<file path="src/rtl/lsu_pkg.sv">
package lsu_pkg;
  localparam int unsigned DATA_W = 32;
  localparam int unsigned OFF_W  = 16;
  localparam int unsigned REG_AW = 5;

  typedef enum logic [2:0] {
    LD_NONE = 3'd0,
    LD_BS   = 3'd1,
    LD_BU   = 3'd2,
    LD_HS   = 3'd3,
    LD_HU   = 3'd4,
    LD_W    = 3'd5,
    LD_MHI  = 3'd6,
    LD_MLO  = 3'd7
  } ld_op_e;
endpackage

</file>
<file path="src/rtl/lsu_addr_gen.sv">
module lsu_addr_gen
  import lsu_pkg::*;
#(
  parameter int unsigned DW = DATA_W,
  parameter int unsigned OW = OFF_W
) (
  input  logic [DW-1:0] base_i,
  input  logic [OW-1:0] offset_i,
  input  ld_op_e        op_i,
  output logic [DW-1:0] ea_o,
  output logic          misalign_o
);
  localparam int unsigned NB  = DW / 8;
  localparam int unsigned LAW = $clog2(NB);

  logic [DW-1:0] off_ext;
  logic [LAW-1:0] lo;

  assign off_ext = {{(DW-OW){offset_i[OW-1]}}, offset_i};
  assign ea_o    = base_i + off_ext;
  assign lo      = ea_o[LAW-1:0];

  always_comb begin
    unique case (op_i)
      LD_HS, LD_HU: misalign_o = lo[0];
      LD_W:         misalign_o = (lo != '0);
      default:      misalign_o = 1'b0;
    endcase
  end
endmodule

</file>
<file path="src/rtl/lsu_lane_pick.sv">
module lsu_lane_pick
  import lsu_pkg::*;
#(
  parameter int unsigned DW  = DATA_W,
  parameter int unsigned NB  = DW / 8,
  parameter int unsigned LAW = $clog2(NB)
) (
  input  logic [DW-1:0]  mem_i,
  input  logic [LAW-1:0] lo_i,
  input  ld_op_e         op_i,
  output logic [DW-1:0]  data_o
);
  localparam int unsigned NH = NB / 2;

  logic [7:0]  bytes [NB];
  logic [15:0] halves [NH];

  for (genvar b = 0; b < NB; b++) begin : g_byte
    assign bytes[b] = mem_i[8*b +: 8];
  end
  for (genvar h = 0; h < NH; h++) begin : g_half
    assign halves[h] = mem_i[16*h +: 16];
  end

  logic [7:0]  sel_b;
  logic [15:0] sel_h;
  assign sel_b = bytes[lo_i];
  assign sel_h = halves[lo_i[LAW-1:1]];

  always_comb begin
    unique case (op_i)
      LD_BS:   data_o = {{(DW-8){sel_b[7]}}, sel_b};
      LD_BU:   data_o = {{(DW-8){1'b0}}, sel_b};
      LD_HS:   data_o = {{(DW-16){sel_h[15]}}, sel_h};
      LD_HU:   data_o = {{(DW-16){1'b0}}, sel_h};
      LD_W:    data_o = mem_i;
      default: data_o = '0;
    endcase
  end
endmodule

</file>
<file path="src/rtl/lsu_merge.sv">
module lsu_merge
  import lsu_pkg::*;
#(
  parameter int unsigned DW  = DATA_W,
  parameter int unsigned NB  = DW / 8,
  parameter int unsigned LAW = $clog2(NB)
) (
  input  logic [DW-1:0]  mem_i,
  input  logic [DW-1:0]  old_i,
  input  logic [LAW-1:0] lo_i,
  output logic [DW-1:0]  hi_o,
  output logic [DW-1:0]  lo_o
);
  // merge-high: lanes >= k shift up from memory; merge-low: lanes <= k from memory top
  always_comb begin
    int k;
    k = int'(lo_i);
    hi_o = old_i;
    lo_o = old_i;
    for (int i = 0; i < int'(NB); i++) begin
      if (i >= k) hi_o[8*i +: 8] = mem_i[8*(i-k) +: 8];
      if (i <= k) lo_o[8*i +: 8] = mem_i[8*(int'(NB)-1-k+i) +: 8];
    end
  end
endmodule

</file>
<file path="src/rtl/lsu_pend_slot.sv">
module lsu_pend_slot
  import lsu_pkg::*;
#(
  parameter int unsigned DW = DATA_W,
  parameter int unsigned RW = REG_AW
) (
  input  logic          clk_i,
  input  logic          rst_ni,
  input  logic          valid_i,
  input  logic          cap_i,
  input  logic [RW-1:0] reg_i,
  input  logic [DW-1:0] data_i,
  output logic          pv_o,
  output logic [RW-1:0] pr_o,
  output logic [DW-1:0] pd_o,
  output logic          wb_en_o
);
  always_ff @(posedge clk_i or negedge rst_ni) begin
    if (!rst_ni) begin
      pv_o <= 1'b0;
      pr_o <= '0;
      pd_o <= '0;
    end else if (valid_i) begin
      pv_o <= cap_i;
      if (cap_i) begin
        pr_o <= reg_i;
        pd_o <= data_i;
      end
    end
  end

  assign wb_en_o = valid_i & pv_o;
endmodule

</file>
<file path="src/rtl/lsu_load_fmt.sv">
module lsu_load_fmt
  import lsu_pkg::*;
#(
  parameter int unsigned DW = DATA_W,
  parameter int unsigned OW = OFF_W,
  parameter int unsigned RW = REG_AW
) (
  input  logic          clk_i,
  input  logic          rst_ni,
  input  logic          valid_i,
  input  logic [2:0]    op_i,
  input  logic [DW-1:0] base_i,
  input  logic [OW-1:0] offset_i,
  input  logic [RW-1:0] rd_i,
  input  logic [DW-1:0] rf_old_i,
  input  logic [DW-1:0] mem_rdata_i,
  output logic [DW-1:0] ea_o,
  output logic [DW-1:0] ld_data_o,
  output logic          addr_err_o,
  output logic [DW-1:0] err_addr_o,
  output logic          wb_en_o,
  output logic [RW-1:0] wb_reg_o,
  output logic [DW-1:0] wb_data_o,
  output logic          pend_valid_o,
  output logic [RW-1:0] pend_reg_o,
  output logic [DW-1:0] pend_data_o
);
  localparam int unsigned NB  = DW / 8;
  localparam int unsigned LAW = $clog2(NB);

  ld_op_e        op;
  logic          misalign;
  logic [DW-1:0] pick_d, mhi_d, mlo_d, old_v;
  logic          cap;

  assign op = ld_op_e'(op_i);

  lsu_addr_gen #(.DW(DW), .OW(OW)) u_ag (
    .base_i(base_i), .offset_i(offset_i), .op_i(op),
    .ea_o(ea_o), .misalign_o(misalign)
  );

  lsu_lane_pick #(.DW(DW)) u_pick (
    .mem_i(mem_rdata_i), .lo_i(ea_o[LAW-1:0]), .op_i(op), .data_o(pick_d)
  );

  // newest value of the target: pending load wins over the register file
  assign old_v = (pend_valid_o && pend_reg_o == rd_i) ? pend_data_o : rf_old_i;

  lsu_merge #(.DW(DW)) u_merge (
    .mem_i(mem_rdata_i), .old_i(old_v), .lo_i(ea_o[LAW-1:0]),
    .hi_o(mhi_d), .lo_o(mlo_d)
  );

  always_comb begin
    unique case (op)
      LD_MHI:  ld_data_o = mhi_d;
      LD_MLO:  ld_data_o = mlo_d;
      default: ld_data_o = pick_d;
    endcase
  end

  assign addr_err_o = misalign;
  assign err_addr_o = misalign ? ea_o : '0;
  assign cap        = (op != LD_NONE) && !misalign && (rd_i != '0);

  lsu_pend_slot #(.DW(DW), .RW(RW)) u_slot (
    .clk_i(clk_i), .rst_ni(rst_ni), .valid_i(valid_i), .cap_i(cap),
    .reg_i(rd_i), .data_i(ld_data_o),
    .pv_o(pend_valid_o), .pr_o(pend_reg_o), .pd_o(pend_data_o),
    .wb_en_o(wb_en_o)
  );

  assign wb_reg_o  = pend_reg_o;
  assign wb_data_o = pend_data_o;
endmodule

</file>
<file path="config.mk">
export PLATFORM = sky130hd
export DESIGN_NAME = lsu_load_fmt
export DESIGN_NICKNAME = d
export VERILOG_FILES = /design/src/rtl/lsu_pkg.sv /design/src/rtl/lsu_addr_gen.sv /design/src/rtl/lsu_lane_pick.sv /design/src/rtl/lsu_merge.sv /design/src/rtl/lsu_pend_slot.sv /design/src/rtl/lsu_load_fmt.sv
export SDC_FILE = /design/constraint.sdc
export NUM_CORES = 1
export LEC_CHECK = 0
export ABC_AREA = 1
export BUFFER_PORTS_ARGS = -buffer_cell sky130_fd_sc_hd__buf_2
export CAP_MARGIN = 25
export CORE_UTILIZATION = 55
export DETAILED_ROUTE_END_ITERATION = 8
export GPL_TIMING_DRIVEN = 0
export PLACE_DENSITY = 0.9
export REMOVE_ABC_BUFFERS = 1
export SYNTH_ARGS = -nofsm -noshare
export SYNTH_HDL_FRONTEND = slang
export SYNTH_SLANG_ARGS = --single-unit
</file>
<file path="constraint.sdc">
create_clock -name clk_i -period 5.68 [get_ports clk_i]
set_input_delay 0.284 -clock clk_i [delete_from_list [all_inputs] [get_ports clk_i]]
set_output_delay 0.284 -clock clk_i [all_outputs]
set_load 0.01 [all_outputs]
</file>
Word-level counts from Yosys, hierarchy flattened
Index checks and enable logic that the tools add are counted.
{ "classes": {"n_addsub": 8, "multipliers": 0, "div_mod_pow": 0, "order_cmp": 8, "eq_ne": 8, "shifts": 7, "mux": 17, "n_bitwise": 3, "n_reduce_logical": 9} }
{ "ops": {"columns": ["cell", "count"], "rows": [
  ["variable part select 32 x 32 -> 8 bit", 7],
  ["case mux 32 bit (5 select lines)", 1],
  ["two-way mux 32 bit", 2],
  ["two-way mux 8 bit", 8],
  ["case mux 32 bit (2 select lines)", 1],
  ["adder 29 x 3 -> 29 bit, second input constant", 2],
  ["two-way mux 16 bit", 3],
  ["adder 32 bit", 1],
  ["adder 29 x 2 -> 29 bit, second input constant", 1],
  ["binary-select mux 8 bit (select 2 bit)", 1],
  ["equality test 3 bit, second input constant", 4],
  ["equality test 3 x 2 -> 1 bit, second input constant", 2],
  ["subtractor 1 x 2 -> 3 bit, first input constant", 2],
  ["subtractor 2 x 2 -> 3 bit, first input constant", 2],
  ["equality test 5 bit", 1],
  ["nonzero test 5 bit", 1],
  ["greater-or-equal comparator 1 x 2 -> 1 bit, first input constant", 2],
  ["<= comparator 2 bit, first input constant", 2],
  ["equality test 3 x 1 -> 1 bit, second input constant", 1],
  ["greater-or-equal comparator 3 bit, second input constant", 1],
  ["logical AND 1 bit", 3],
  ["inverter 2 -> 3 bit", 1],
  ["nonzero test 3 bit", 1],
  ["greater-or-equal comparator 2 bit, first input constant", 1],
  ["other kinds (9)", 9]
]} }
{ "word_totals": {"regBits": 38, "latch_bits": 0, "ramBits": 0, "rom_bits": 0, "input_bits": 123, "out_inout_bits": 173, "word_cells": 63, "mem_count": 0} }

Logic depth before layout (Yosys ltp)
{ "logic_depth": {"ltp_word": 7, "mapped_depth": 18, "depth_no_buf": 15} }

Hierarchy
A second synthesis with hierarchy kept.
{ "hier_totals": {"cells_unflattened": 1539, "hier_area_um2": 8082.8} }
{ "modules_own_cells": {"columns": ["module", "instances", "cells_per_inst", "area_each_um2", "seq_area_each_um2"], "rows": [
  ["lsu_addr_gen", 1, 498, 2407.3, 0.0],
  ["lsu_load_fmt", 1, 386, 1828.0, 0.0],
  ["lsu_merge", 1, 300, 1508.9, 0.0],
  ["lsu_pend_slot", 1, 166, 1506.4, 950.9],
  ["lsu_lane_pick", 1, 189, 832.0, 0.0]
]} }

Worst setup path after synthesis
No wires, ideal clock.
{ "synth_timing": {"kind": "input -> output", "start": "input port base_i[0]", "end": "output port ld_data_o[27]", "arrival_time_ns": 2.922, "path_slack_ns": 2.474, "stages": 15, "path_buffers": 4, "cell_sequence": "ha_1 inv_1 fa_1 buf_4 inv_1 buf_2 buf_2 ha_1 inv_1 clkbuf_1 o21ai_0 or2_2 nand2_1 nand2_1 nand2_1"} }
{ "synth_between": {"elab_chain_cells": 7, "elab_cells_between_ends": 17, "cone_classes": "add/sub (3); order compare (1); shift (2); mux (9); bitwise (2)"} }
{ "synth_lines": {"columns": ["item", "line", "rtl"], "rows": [
  ["start, declared", "lsu_load_fmt.sv:12", "input logic [DW-1:0] base_i,"],
  ["adder 32 bit *", "lsu_addr_gen.sv:20", "assign ea_o = base_i + off_ext;"],
  ["via ea_o[1]", "lsu_load_fmt.sv:17", "output logic [DW-1:0] ea_o,"],
  ["branches (longest 5 deep; another with adder 29 x 3 -> 29 bit)", null, null],
  ["case mux 32 bit (2 select lines) *", "lsu_load_fmt.sv:56", "unique case (op)"],
  ["end, declared", "lsu_load_fmt.sv:18", "output logic [DW-1:0] ld_data_o,"]
]} }
Mark *: on every way through the listed nets, which the timed path passes. The select of a mux whose other input is x is not followed.

Final worst setup path
{ "layout_timing": {"start": "input port base_i[0]", "end": "register u_slot.pr_o[0]"} }
{ "layout_between": {"elab_chain_cells": 7} }
{ "layout_lines": {"columns": ["item", "line", "rtl"], "rows": [
  ["adder 32 bit *", "lsu_addr_gen.sv:20", null],
  ["nonzero test 2 bit", "lsu_addr_gen.sv:26", "LD_W: misalign_o = (lo != '0);"],
  ["case mux 1 bit (2 select lines) *", "lsu_addr_gen.sv:24", "unique case (op_i)"],
  ["logical NOT 1 bit *", "lsu_load_fmt.sv:65", "assign cap = (op != LD_NONE) && !misalign && (rd_i != '0);"],
  ["logical AND 1 bit * (2 in series)", "lsu_load_fmt.sv:65", null],
  ["AND reduction 2 bit (no line) *", null, null],
  ["end signal, assigned", "lsu_pend_slot.sv:26", "pr_o <= reg_i;"],
  ["end, declared", "lsu_pend_slot.sv:14", "output logic [RW-1:0] pr_o,"]
]} }
Mark *: on every way between the ends. The rest lies on a longest branch, timed or not.
A chain may end at the register's enable or synchronous reset.

==> run metrics <==
EDFF count, synth=0; setup_tns=0 ns; crit share post-route=0.775; Slew Viols, Final=0; status=completed; post-cts sizing count=0; power per cell area=227 nW/µm²; Iter 0 DRT Violations=713; Netlist cell types=47; P_leak=5.01 nW; final cell count without fillers=1713; synth warn=0; Synth Cell Area=7210 µm²; Seq/Total Area, Yosys=0.132; Initial Util=0.567; DRC=0; largest net degree at the start of global routing=56; # setup viols final=0; CP max FO=42; I/O pins=296; synthesized area per cell=5.46 µm²; root buf cell=clkbuf_16; Synth Flop Type=dfrtp_1; crit path capture type=register; CTS Hold Bufs=0; MaxCap Viol Count=0; post-CTS setup buffers=0; layout cells sized above 1=0.222; M1 wire length=9910 µm; most used cell, CP=inv_2; Sink Count=38; HP Class=in2async; clock power share=0.151; die area=13600 µm²; Synth Register Bits=38; cells along the critical path=buf_2 -> ha_1 -> buf_16 -> inv_2 -> ha_1 -> o22ai_4 -> inv_2 -> nand2_2 -> inv_2 -> o21ai_0; Longest Clk Path Bufs=2; Clock Pin Slew Worst Setup and Hold Paths=0.06 ns; placed cells=1704; core area=12700 µm²; vias=9344; share of power burned in registers=0.208; Combinational Power Share=0.641; maximum clock frequency=0.227 GHz; Pre-antenna DRT Iters=6; switching share of power=0.510; top layer in use=met4; TritonCTS buffer count=5; Placer Congestion=0.961; Cell Rows=41; DIE HEIGHT=116 µm; headroom to the max-slew limit=0.321; RSZ-0062 raised after global routing=false; ANT nets after route=0; GRT Resource Usage Total=0.362; antenna violations before repair=1; met2 routed WL=12500 µm; met3 wire len=2070 µm; WS Path Type=in2reg; Synth Instances=1321; CTS tree=done; worst skew pair latency=0.29 ns; skew final=0.00697 ns; peak supply drop=0.000102 V; internal power=949 µW; WL/cell=14.8 µm; area growth from synthesis to layout=18.3%; crit path max-delay cell type=inv_2; Fin. Hold Viols=0; via count of the first global-routing pass=8198; CTS H-tree lvls=2; WP data required=5.83 ns; startpoint types=input port; total grt overflow=0; port bufs=295; Fillers=1243; HPWL after DPL=20100 µm; drt via density=5.45; routed wire length=25400 µm; first-pass GRT wire length=39000 µm; die width=116 µm; CP arrival=4.55 ns; Slew @ Worst Pin=1.02 ns; Max stage delay on crit path=0.73 ns; async set-or-reset flop fraction in the synthesized netlist=1.00; Switching Power=988 µW; Tmin final=4.40 ns; fin nets=1699
==> power by group through the flow <==
| stage | clock [mW] | sequential, mW | combinational (mW) |
|---|---|---|---|
| detailed placement | 0 | 0.407 | 1.22 |
| floorplan | 0 | 0.459 | 0.671 |
| CTS | 0.294 | 0.402 | 1.22 |
| finish | 0.293 | 0.402 | 1.24 |
| global placement | 0 | 0.402 | 1.19 |
| global route | 0.307 | 0.413 | 1.38 |
==> layout by cell type (no fill, tap or decap), drive strengths merged, types with 8 or more instances in the layout <==
cell type and n:
nand2 461, buf 299, inv 166, o21ai 119, nor2 118, nand3 104
a21oi 61, dfrtp 38, ha 36, nor3 31, nand4 27, or2 17
xnor2 12, o211ai 8
==> layout make-up <==
cell class                 count  area [µm²]  area share
antenna                        1        2.50    0.000293
clock buffer                   7         143      0.0167
clock inverter                 1        5.00    0.000587
inverter                     166         623      0.0731
multi-input combinational   1029        5030       0.590
sequential                    38         951       0.112
tap                          172         215      0.0252
timing repair buffer         299        1550       0.182
==> cell families after synthesis <==
logic type	after synthesis	synth area share
xor+xnor	18	0.0219
compound gates	199	0.149
mux	2	0.00278
flops	38	0.132
simple gates	773	0.459
fa+ha+maj	37	0.0653
buf+inv	254	0.170
==> registers in the layout, indices dropped and copies added (netlist names) <==
name,flops
u_slot.pd_o,32
u_slot.pr_o,5
u_slot.pv_o,1
==> per-layer routing <==
metal | GRT usage | vias to the layer above
met5 | 0 | -
met4 | 0.173 | 0
met3 | 0.0467 | 78
met2 | 0.665 | 491
met1 | 0.414 | 4129
li1 | - | 4646
==> final timing paths <==
path | from | end | depth (start not counted) | slack (ns)
min in group clk_i | valid_i | u_slot.pv_o | 2 | 0.21
setup reg to reg | u_slot.pr_o[4] | u_slot.pd_o[0] | 12 | 2.91
hold / removal | rst_ni | u_slot.pd_o[5] | 1 | 0.12
max in group asynchronous | rst_ni | u_slot.pd_o[26] | 1 | 4.99
hold reg to reg | u_slot.pd_o[29] | u_slot.pd_o[29] | 2 | 0.52
setup / recovery | base_i[0] | u_slot.pr_o[0] | 10 | 1.28
==> worst max-delay path, delay by kind of cell <==
family	cells	cell delay (ns)
AND/OR/NAND/NOR	1	0.62
buffers and inverters	5	1.91
AO/OA/AOI/OAI	2	0.36
adder cells (fa/ha/maj)	2	1.27
==> synthesized netlist by cell type, drive strengths merged, types with 6 or more instances <==
library cell,count,area (µm²)
nor3,31,166
nor2,118,468
or2,17,109
a21oi,61,309
nor3b,7,57.6
dfrtp,38,951
nand3b,6,45.0
ha,36,450
o21ai,119,611
nand4,27,169
clkbuf,13,50.0
nand2,461,1750
buf,75,554
inv,166,623
xnor2,12,105
nand3,104,538
xor2,6,52.6
o211ai,8,60.1
==> metrics by stage <==
step                hold slack [ns]  power (mW)   util  cell area, µm²  setup slack, ns
floorplan                   -0.0116        1.13      -            6610             1.33
detailed placement            0.453        1.62  0.658            8380             1.10
finish                        0.119        1.94  0.670            8530             1.28
CTS                           0.149        1.92  0.670            8520             1.38
global placement              0.444        1.59  0.652            8300           0.0627
global route                  0.185        2.10  0.670            8530             1.01
(Power assumes the default switching activity.)
